### config.mk
export PLATFORM = sky130hd
export DESIGN_NAME = i2s4_quad_tx
export DESIGN_NICKNAME = d
export VERILOG_FILES = /design/src/rtl/i2s4_pkg.sv /design/src/rtl/i2s4_clk_sync.sv /design/src/rtl/i2s4_sample_loader.sv /design/src/rtl/i2s4_lane_shifter.sv /design/src/rtl/i2s4_quad_tx.sv
export SDC_FILE = /design/constraint.sdc
export NUM_CORES = 1
export LEC_CHECK = 0
export BUFFER_PORTS_ARGS = -buffer_cell sky130_fd_sc_hd__buf_2
export CAP_MARGIN = 20
export CORE_ASPECT_RATIO = 0.5
export CORE_MARGIN = 3
export CORE_UTILIZATION = 40
export CTS_CLUSTER_SIZE = 25
export DETAILED_ROUTE_END_ITERATION = 12
export HOLD_SLACK_MARGIN = 0.12
export PLACE_DENSITY_LB_ADDON = 0.12
export SLEW_MARGIN = 20
export SYNTH_ARGS = -nofsm -noshare
export SYNTH_HDL_FRONTEND = slang
export SYNTH_SLANG_ARGS = --single-unit
export TNS_END_PERCENT = 20
### constraint.sdc
create_clock -name clk -period 2.35 [get_ports clk]
set_input_delay 0.1175 -clock clk [delete_from_list [all_inputs] [get_ports clk]]
set_output_delay 0.1175 -clock clk [all_outputs]
set_load 0.005 [all_outputs]
### src/rtl/i2s4_pkg.sv
package i2s4_pkg;

    // Sequencer states of the serializer
    typedef enum logic [1:0] {
        ST_FILL  = 2'd0,
        ST_ARMED = 2'd1,
        ST_LEFT  = 2'd2,
        ST_RIGHT = 2'd3
    } tx_state_t;

endpackage

### src/rtl/i2s4_clk_sync.sv
module i2s4_clk_sync #(
    parameter int STAGES = 2
) (
    input  logic clk,
    input  logic rst,
    input  logic bclk_in,
    input  logic ws_in,
    output logic bit_tick,
    output logic ws_now
);

    logic [STAGES-1:0] bclk_sr;
    logic [STAGES-1:0] ws_sr;
    logic              bclk_prev;

    generate
        for (genvar s = 0; s < STAGES; s++) begin : g_stage
            if (s == 0) begin : g_first
                always_ff @(posedge clk) begin
                    if (rst) begin
                        bclk_sr[0] <= 1'b0;
                        ws_sr[0]   <= 1'b0;
                    end else begin
                        bclk_sr[0] <= bclk_in;
                        ws_sr[0]   <= ws_in;
                    end
                end
            end else begin : g_next
                always_ff @(posedge clk) begin
                    if (rst) begin
                        bclk_sr[s] <= 1'b0;
                        ws_sr[s]   <= 1'b0;
                    end else begin
                        bclk_sr[s] <= bclk_sr[s-1];
                        ws_sr[s]   <= ws_sr[s-1];
                    end
                end
            end
        end
    endgenerate

    always_ff @(posedge clk) begin
        if (rst) begin
            bclk_prev <= 1'b0;
        end else begin
            bclk_prev <= bclk_sr[STAGES-1];
        end
    end

    // One-cycle pulse on each synchronised falling edge of the bit clock
    assign bit_tick = bclk_prev & ~bclk_sr[STAGES-1];
    assign ws_now   = ws_sr[STAGES-1];

endmodule

### src/rtl/i2s4_sample_loader.sv
module i2s4_sample_loader #(
    parameter int LANES = 4
) (
    input  logic             clk,
    input  logic             rst,
    input  logic             fill_en,
    input  logic             strobe,
    output logic [LANES-1:0] hi_we,
    output logic [LANES-1:0] lo_we,
    output logic             load_last
);

    localparam int SLOTS = 2 * LANES;
    localparam int CNT_W = $clog2(SLOTS);

    logic [CNT_W-1:0] cnt_q;
    logic             accept;

    assign accept    = fill_en & strobe;
    assign load_last = accept & (cnt_q == CNT_W'(SLOTS - 1));

    always_ff @(posedge clk) begin
        if (rst) begin
            cnt_q <= '0;
        end else if (accept) begin
            cnt_q <= load_last ? '0 : cnt_q + 1'b1;
        end
    end

    generate
        for (genvar g = 0; g < LANES; g++) begin : g_dec
            assign hi_we[g] = accept & (cnt_q == CNT_W'(2 * g));
            assign lo_we[g] = accept & (cnt_q == CNT_W'(2 * g + 1));
        end
    endgenerate


    ignore_when_busy_chk: assert property (@(posedge clk) disable iff (rst)
        !fill_en |=> $stable(cnt_q));


    one_slot_write_chk: assert property (@(posedge clk) disable iff (rst)
        $countones({hi_we, lo_we}) <= 1);

endmodule

### src/rtl/i2s4_lane_shifter.sv
module i2s4_lane_shifter #(
    parameter int SAMPLE_W = 24
) (
    input  logic                clk,
    input  logic                rst,
    input  logic [SAMPLE_W-1:0] din,
    input  logic                ld_hi,
    input  logic                ld_lo,
    input  logic                bit_tick,
    input  logic                send,
    output logic                sdo
);

    localparam int FRAME_W = 2 * SAMPLE_W;

    logic [FRAME_W-1:0] frame_q;

    always_ff @(posedge clk) begin
        if (rst) begin
            frame_q <= '0;
        end else if (ld_hi) begin
            frame_q[FRAME_W-1:SAMPLE_W] <= din;
        end else if (ld_lo) begin
            frame_q[SAMPLE_W-1:0] <= din;
        end else if (send) begin
            frame_q <= {frame_q[FRAME_W-2:0], 1'b0};
        end
    end

    always_ff @(posedge clk) begin
        if (rst) begin
            sdo <= 1'b0;
        end else if (bit_tick) begin
            sdo <= send ? frame_q[FRAME_W-1] : 1'b0;
        end
    end


    sdo_tick_only_chk: assert property (@(posedge clk) disable iff (rst)
        !$past(bit_tick) |-> $stable(sdo));

endmodule

### src/rtl/i2s4_quad_tx.sv
module i2s4_quad_tx
    import i2s4_pkg::*;
#(
    parameter int SAMPLE_W    = 24,
    parameter int LANES       = 4,
    parameter int SYNC_STAGES = 2
) (
    input  logic                clk,
    input  logic                rst,
    input  logic                strobe,
    input  logic [SAMPLE_W-1:0] sample_in,
    input  logic                bclk_in,
    input  logic                ws_in,
    output logic                busy,
    output logic [LANES-1:0]    sdata
);

    localparam int BC_W = $clog2(SAMPLE_W + 1);

    tx_state_t        state_q, state_d;
    logic [BC_W-1:0]  bit_cnt_q;
    logic             cnt_clr, cnt_inc;
    logic             send;
    logic             bit_tick, ws_now, ws_prev_q, word_edge;
    logic             load_last;
    logic             fill_en;
    logic [LANES-1:0] hi_we, lo_we;
    logic             busy_q;

    i2s4_clk_sync #(.STAGES(SYNC_STAGES)) sync_i (
        .clk      (clk),
        .rst      (rst),
        .bclk_in  (bclk_in),
        .ws_in    (ws_in),
        .bit_tick (bit_tick),
        .ws_now   (ws_now)
    );

    assign fill_en = (state_q == ST_FILL);

    i2s4_sample_loader #(.LANES(LANES)) load_i (
        .clk       (clk),
        .rst       (rst),
        .fill_en   (fill_en),
        .strobe    (strobe),
        .hi_we     (hi_we),
        .lo_we     (lo_we),
        .load_last (load_last)
    );

    generate
        for (genvar l = 0; l < LANES; l++) begin : g_lane
            i2s4_lane_shifter #(.SAMPLE_W(SAMPLE_W)) lane_i (
                .clk      (clk),
                .rst      (rst),
                .din      (sample_in),
                .ld_hi    (hi_we[l]),
                .ld_lo    (lo_we[l]),
                .bit_tick (bit_tick),
                .send     (send),
                .sdo      (sdata[l])
            );
        end
    endgenerate

    // Word-clock level as seen at the previous bit-clock fall
    always_ff @(posedge clk) begin
        if (rst) begin
            ws_prev_q <= 1'b0;
        end else if (bit_tick) begin
            ws_prev_q <= ws_now;
        end
    end

    assign word_edge = bit_tick & (ws_now != ws_prev_q);

    // State register
    always_ff @(posedge clk) begin
        if (rst) begin
            state_q <= ST_FILL;
        end else begin
            state_q <= state_d;
        end
    end

    // Next state and shift control
    always_comb begin
        state_d = state_q;
        send    = 1'b0;
        cnt_clr = 1'b0;
        cnt_inc = 1'b0;
        unique case (state_q)
            ST_FILL: begin
                if (load_last) begin
                    state_d = ST_ARMED;
                end
            end
            ST_ARMED: begin
                if (word_edge && !ws_now) begin
                    state_d = ST_LEFT;
                    cnt_clr = 1'b1;
                end
            end
            ST_LEFT: begin
                if (word_edge) begin
                    state_d = ST_RIGHT;
                    cnt_clr = 1'b1;
                end else if (bit_tick && (bit_cnt_q < BC_W'(SAMPLE_W))) begin
                    send    = 1'b1;
                    cnt_inc = 1'b1;
                end
            end
            ST_RIGHT: begin
                if (bit_tick && (bit_cnt_q < BC_W'(SAMPLE_W))) begin
                    send    = 1'b1;
                    cnt_inc = 1'b1;
                    if (bit_cnt_q == BC_W'(SAMPLE_W - 1)) begin
                        state_d = ST_FILL;
                    end
                end
            end
        endcase
    end

    // Bit counter within a channel
    always_ff @(posedge clk) begin
        if (rst) begin
            bit_cnt_q <= '0;
        end else if (cnt_clr) begin
            bit_cnt_q <= '0;
        end else if (cnt_inc) begin
            bit_cnt_q <= bit_cnt_q + 1'b1;
        end
    end

    // Registered outputs
    always_ff @(posedge clk) begin
        if (rst) begin
            busy_q <= 1'b0;
        end else begin
            busy_q <= (state_d != ST_FILL);
        end
    end

    assign busy = busy_q;


    busy_on_full_chk: assert property (@(posedge clk) disable iff (rst)
        load_last |=> busy);


    busy_release_chk: assert property (@(posedge clk) disable iff (rst)
        $fell(busy) |-> ($past(state_q) == ST_RIGHT));


    armed_quiet_chk: assert property (@(posedge clk) disable iff (rst)
        (state_q == ST_ARMED && bit_tick) |=> (sdata == '0));


    delay_slot_chk: assert property (@(posedge clk) disable iff (rst)
        (state_q == ST_LEFT && word_edge) |=> (sdata == '0));


    pad_zero_chk: assert property (@(posedge clk) disable iff (rst)
        (state_q == ST_LEFT && bit_tick && !word_edge
         && bit_cnt_q == BC_W'(SAMPLE_W)) |=> (sdata == '0));

endmodule

# Yosys cells after proc, flatten, opt, wreduce, memory -nomap -nowiden
# Cells that the tools add are included.
[word_totals] elab_cells=113 register_bits=213 input_bits=29 output_inout_bits=5
[op_classes] n_addsub=2 bitwise_logic=16 n_eq_ne=16 mux=33 magnitude_cmp=1 reduce_logical=23
[op_table] cell="2-to-1 mux 24 bit" n=12
[op_table] cell="2-to-1 mux 48 bit" n=4
[op_table] cell="nonzero test 2 bit" n=9
[op_table] cell="AND reduction 2 bit" n=8
[op_table] cell="equality test 3 bit, second input constant" n=4
[op_table] cell="AND 1 bit" n=11
[op_table] cell="2-to-1 mux 2 bit" n=5
[op_table] cell="2-to-1 mux 1 bit" n=8
[op_table] cell="!= test 2 x 1 -> 1 bit, second input constant" n=4
[op_table] cell="one-hot mux 2 bit (4 select lines)" n=1
[op_table] cell="equality test 3 x 2 -> 1 bit, second input constant" n=2
[op_table] cell="adder 5 x 1 -> 5 bit, second input constant" n=1
[op_table] cell="equality test 5 bit, second input constant" n=1
[op_table] cell="less-than comparator 5 bit, second input constant" n=1
[op_table] cell="inverter 1 bit" n=5
[op_table] cell="equality test 2 bit, second input constant" n=2
[op_table] cell="one-hot mux 1 bit (2 select lines)" n=2
[op_table] cell="adder 3 x 1 -> 3 bit, second input constant" n=1
[op_table] cell="equality test 3 x 1 -> 1 bit, second input constant" n=1
[op_table] cell="logical NOT 3 bit" n=1
[op_table] cell="2-to-1 mux 3 bit" n=1
[op_table] cell="equality test 2 x 1 -> 1 bit, second input constant" n=1
[op_table] cell="logical AND 1 bit" n=2
[op_table] cell="logical NOT 2 bit" n=1
[op_table] cell="other kinds (3)" n=3

# Depth between registers and ports, before layout
[depth] ltp_word=9 depth_mapped=10 depth_no_buf=7

# Cells and area by module
# From an unflattened synthesis, not the netlist that was laid out.
[unflattened] cells_unflattened=1104 area_unflattened_um2=11501.0
[modules_own_cells] mod="i2s4_lane_shifter" seq_area_each_um2=980.9 n_inst=4 cells_each=248 area_per_inst_um2=2623.8
[modules_own_cells] mod="i2s4_quad_tx" seq_area_each_um2=180.2 n_inst=1 cells_each=64 area_per_inst_um2=553.0
[modules_own_cells] mod="i2s4_sample_loader" seq_area_each_um2=60.1 n_inst=1 cells_each=37 area_per_inst_um2=312.8
[modules_own_cells] mod="i2s4_clk_sync" seq_area_each_um2=100.1 n_inst=1 cells_each=11 area_per_inst_um2=140.1

# Worst setup path before layout
# Ideal clock, no wire load.
[synth_timing] path_kind="reg2reg" from="register state_q[0]" to="register g_lane[1].lane_i.frame_q[32]" path_buffers=4 arrival_ns=1.907 setup_slack_ns=0.355 stages_incl_launch_ff=11 t_required_ns=2.261 setup_time_ns=0.089 synth_period_minus_slack_ns=1.995 cell_sequence="dfxtp_1 > inv_1 > ha_1 > and2_1 > buf_2 > and2_1 > clkbuf_1 > a31o_1 > buf_4 > buf_6 > a311oi_2"
[synth_between] elab_chain_cells=5 elab_cells_between_ends=11 cone_classes="3 x eq/ne; 2 x mux; 3 x bitwise; 3 x reduce/logical"
[synth_rtl] element="start: declaration" line_no="i2s4_quad_tx.sv:20" rtl="tx_state_t state_q, state_d;"
[synth_rtl] element="start signal: assignment" line_no="i2s4_quad_tx.sv:82" rtl="state_q <= state_d;"
[synth_rtl] element="logical NOT 2 bit" line_no="i2s4_quad_tx.sv:39" rtl="assign fill_en = (state_q == ST_FILL);"
[synth_rtl] element="AND 1 bit" line_no="i2s4_sample_loader.sv:19" rtl="assign accept = fill_en & strobe;"
[synth_rtl] element="AND 1 bit (on tied branches)" line_no="i2s4_sample_loader.sv:33, i2s4_sample_loader.sv:32"
[synth_rtl] element="!= test 2 x 1 -> 1 bit (no line) / nonzero test 2 bit (equally long branches)"
[synth_rtl] element="AND reduction 2 bit (no line)"
[synth_rtl] element="end signal: indexed assignment" line_no="i2s4_lane_shifter.sv:22" rtl="frame_q[FRAME_W-1:SAMPLE_W] <= din;"
[synth_rtl] element="end signal: indexed assignment" line_no="i2s4_lane_shifter.sv:24" rtl="frame_q[SAMPLE_W-1:0] <= din;"
[synth_rtl] element="end signal: assignment" line_no="i2s4_lane_shifter.sv:26" rtl="frame_q <= {frame_q[FRAME_W-2:0], 1'b0};"
[synth_rtl] element="end: declaration" line_no="i2s4_lane_shifter.sv:16" rtl="logic [FRAME_W-1:0] frame_q;"
# Several ways; a longest one is shown, not always the timed one.
# A chain may end at the register's enable or synchronous reset.

# Worst setup path after layout
[layout_timing] from="register state_q[0]" to="register g_lane[0].lane_i.frame_q[17]"
[layout_between] elab_chain_cells=5 elab_cells_between_ends=11 cone_classes="2 x eq/ne; 2 x mux; 4 x bitwise; 3 x reduce/logical"
[layout_rtl] element="logical NOT 2 bit" line_no="i2s4_quad_tx.sv:39"
[layout_rtl] element="AND 1 bit" line_no="i2s4_sample_loader.sv:19"
[layout_rtl] element="AND 1 bit (on tied branches)" line_no="i2s4_sample_loader.sv:33, i2s4_sample_loader.sv:32"
[layout_rtl] element="nonzero test 2 bit (no line) / inverter 1 bit (equally long branches)"
[layout_rtl] element="AND reduction 2 bit (no line)"
[layout_rtl] element="end signal: indexed assignment" line_no="i2s4_lane_shifter.sv:22"
[layout_rtl] element="end signal: indexed assignment" line_no="i2s4_lane_shifter.sv:24"
[layout_rtl] element="end signal: assignment" line_no="i2s4_lane_shifter.sv:26"
[layout_rtl] element="end: declaration" line_no="i2s4_lane_shifter.sv:16"
# Several ways; a longest one is shown, not always the timed one.

==> metrics.cfg <==
[status]
status=finished clean

[logic_synthesis]
synth_compound_area_share_pct=25.65
ys_seq_area_share_pct=42.93
async_flop_share_pct=0
synth-seq-cells=213
ys.flop_type=dfxtp_1
netlist_area_um2=9933
synth.area.mux_share_pct=4.535
yosys.area_share.simple_pct=18.55
synthAdderAreaFrac_pct=1.512
synth_cells=1209
synth_warnings=0
synth_xor_area_share_pct=0.4283
synth_fp_nets=1250
synthTopCellsByCount=232 x nand2_1, 213 x dfxtp_1, 133 x nor2_1
syn_area_per_cell_um2=8.216
synth_largest_area_cell=dfxtp_1
synth_cell_types=46
synth-edff-count=0
yosysMostFrequentCell=nand2_1
synth_area_leaders=dfxtp_1 43%, nand2_1 8.8%, a311oi_1 6.7%
synth_top_area_share_pct=42.93
synth_top_family_by_area=compound AO/OA/AOI/OAI gates

[power]
powerDensity_nw_per_um2=664.6
peakVddDrop_uv=397.4
power_w=0.007594
power.leakage_nw=3.830

[cts]
clock_sinks=213
clk_pin_slew_ps=60
clock_latency_ps=520
cts_tree=yes
cts_buffers=21
htree_levels=1
cts_max_path_buffers=3
cts-root-buf=clkbuf_16

[route]
viasPerCell=5.700
drc=0
drtAntennaViolNets=0
wl_per_cell_um=17.95
drt_first_pass_iters=5
num_vias=8824
drt-initial-drc-count=690
wl_um=27780

[die]
die_w_um=228.9
die_y_um=117.4
placementRows=40
die-area_um2=26880
start_util_pct=41.01
io_pins=34
core-area_um2=24220

[timing]
setup_viol=0
tightest_slew_ps=693.2
finalCritPeriodShare_pct=94.16
tns_ps=0
clock-skew-final_ps=22.79
fmax_mhz=451.9
fin_crit_ps=2213
maxSlewHeadroom_pct=53.78
rsz0062_at_grt=false
hold_violations=0
slew_violations=0
holdWs_ps=456.5

[place]
gp_congestion=0.8068
dpl.hpwl_um=17380
portBuffers=33

[setup_path]
slowest_delay_ps=570
critPathCaptureType=flip-flop
cp_top_family=compound AO/OA/AOI/OAI gates
worstSetupStartpointType=flip-flop
critPathMaxFanout=24
cp_cell_sequence=inv_1 -> ha_1 -> a21oi_2 -> o21ai_2 -> and2_1 -> buf_12 -> a211oi_1
cp.arrival_ps=2640
cp_num_buf_inv=2
cpMaxStageDelayCell=a21oi_2
criticalPathCategory=flip-flop to flip-flop
worstPathRequired_ps=2780

[global_routing]
grtUsageTotal_pct=20.16
grt_antenna_before_repair=0
grt_pass1_vias=8239
grt_max_degree=79
overflow=0
grt_pass1_wl_um=44820

[layout]
area.growth.synth_to_final_pct=15.03
fin_util_pct=47.17
drive_gt1_share_pct=11.80
num-nets-final=1241
diodes=0

[run]
maxCapViolations=0

[min_path]
hp-class=flip-flop to flip-flop

[cell type report]
cell class	instances	area (um2)
flip-flops and latches	213	4264
fillers	2370	12800
well taps	336	420.4
multi-input cells	851	5072
inverters	8	30.03
clock inverters	7	66.31
repair buffers	105	991.0
clock buffers	28	581.8
[worst register-to-register path: stages, from the launching register on]
cell	delay [ps]
dfxtp_1	380
inv_1	110
ha_1	290
a21oi_2	570
o21ai_2	170
and2_1	220
buf_12	160
a211oi_1	230
[metal layers]
metal	track usage, %	up-vias	share of wire, %
met2	30.23	183	42
li1	-	4319	-
met3	4.029	26	5.6
met5	0	-	0
met4	2.973	0	1.2
met1	30.39	4296	51
[worst paths after layout]
| path | start | end | depth (start not counted) | slack (ps) |
|---|---|---|---|---|
| max | state_q[0] | g_lane[0].lane_i.frame_q[17] | 7 | 140 |
| min | sync_i.ws_sr[0] | sync_i.ws_now | 1 | 460 |
| max reg2reg | state_q[0] | g_lane[0].lane_i.frame_q[17] | 7 | 140 |
| min reg2reg | sync_i.ws_sr[0] | sync_i.ws_now | 1 | 460 |
[through the flow]
stage | cell area [um2] | setup WS [ps] | cells
final | 11430 | 137.3 | 1548
after global routing | 11430 | 49.88 | 1548
after CTS | 11380 | 69.39 | 1544
after detailed placement | 10430 | 108.6 | 1479
after global placement | 10430 | 205.5 | 1479
after floorplan | 9933 | 354.8 | 1209
[report_power, final]
part | total [W] | switching [W] | internal (W)
clock | 0.00332 | 0.00147 | 0.00185
sequential | 0.00373 | 0.0000444 | 0.00369
combinational | 0.000543 | 0.000356 | 0.000187
total | 0.00759 | 0.00187 | 0.00573
[flip-flops by register name (all words and copies together), names as in the netlist]
signal	cells
state_q	2
sync_i.ws_now	1
sync_i.bclk_sr	2
load_i.cnt_q	3
g_lane.lane_i.frame_q	192
bit_cnt_q	5
g_lane.lane_i.sdo	4
sync_i.bclk_prev	1
ws_prev_q	1
busy	1
sync_i.ws_sr	1
[cells by family after synthesis]
logic type	count (synthesis)
adders and majority gates	12
xor gates and xnor gates	4
muxes	45
buffers and inverters	145
and+or+nand+nor	448
AOI/OAI and AO/OA	342
DFF	213
[what timing repair did]
action / 4_1_cts / 5_1_grt
hold buffers: 30 / 0
hold endpoints to repair: 185 / 0
setup buffers: 0 / 4
setup endpoints to repair: 0 / 57
resized for setup: 0 / 3
[cell usage in the layout, fill, tap and decap left out, drive strengths merged]
cell	Yosys	final
clkbuf	69	28
inv	8	9
o31ai	1	1
nand3	56	56
and3	2	2
a21oi	80	80
xor2	1	1
nand4b	2	2
a311oi	96	96
or2	2	2
a31o	2	2
dfxtp	213	213
nor2	133	133
and2	5	5
o211ai	1	1
clkinv	0	4
dlygate4sd3	0	30
nand4	1	1
clkinvlp	0	1
and2b	1	1
a211o	1	1
a22oi	52	52
buf	68	75
o21ai	9	9
a21o	3	3
mux2i	45	45
nand2b	2	2
o32ai	2	2
ha	12	12
a31oi	47	47
a211oi	46	46
nor3	5	5
nand2	232	232
nor2b	7	7
a41oi	1	1
xnor2	3	3
bufinv	0	1
o31a	1	1
(Power assumes the default switching activity.)
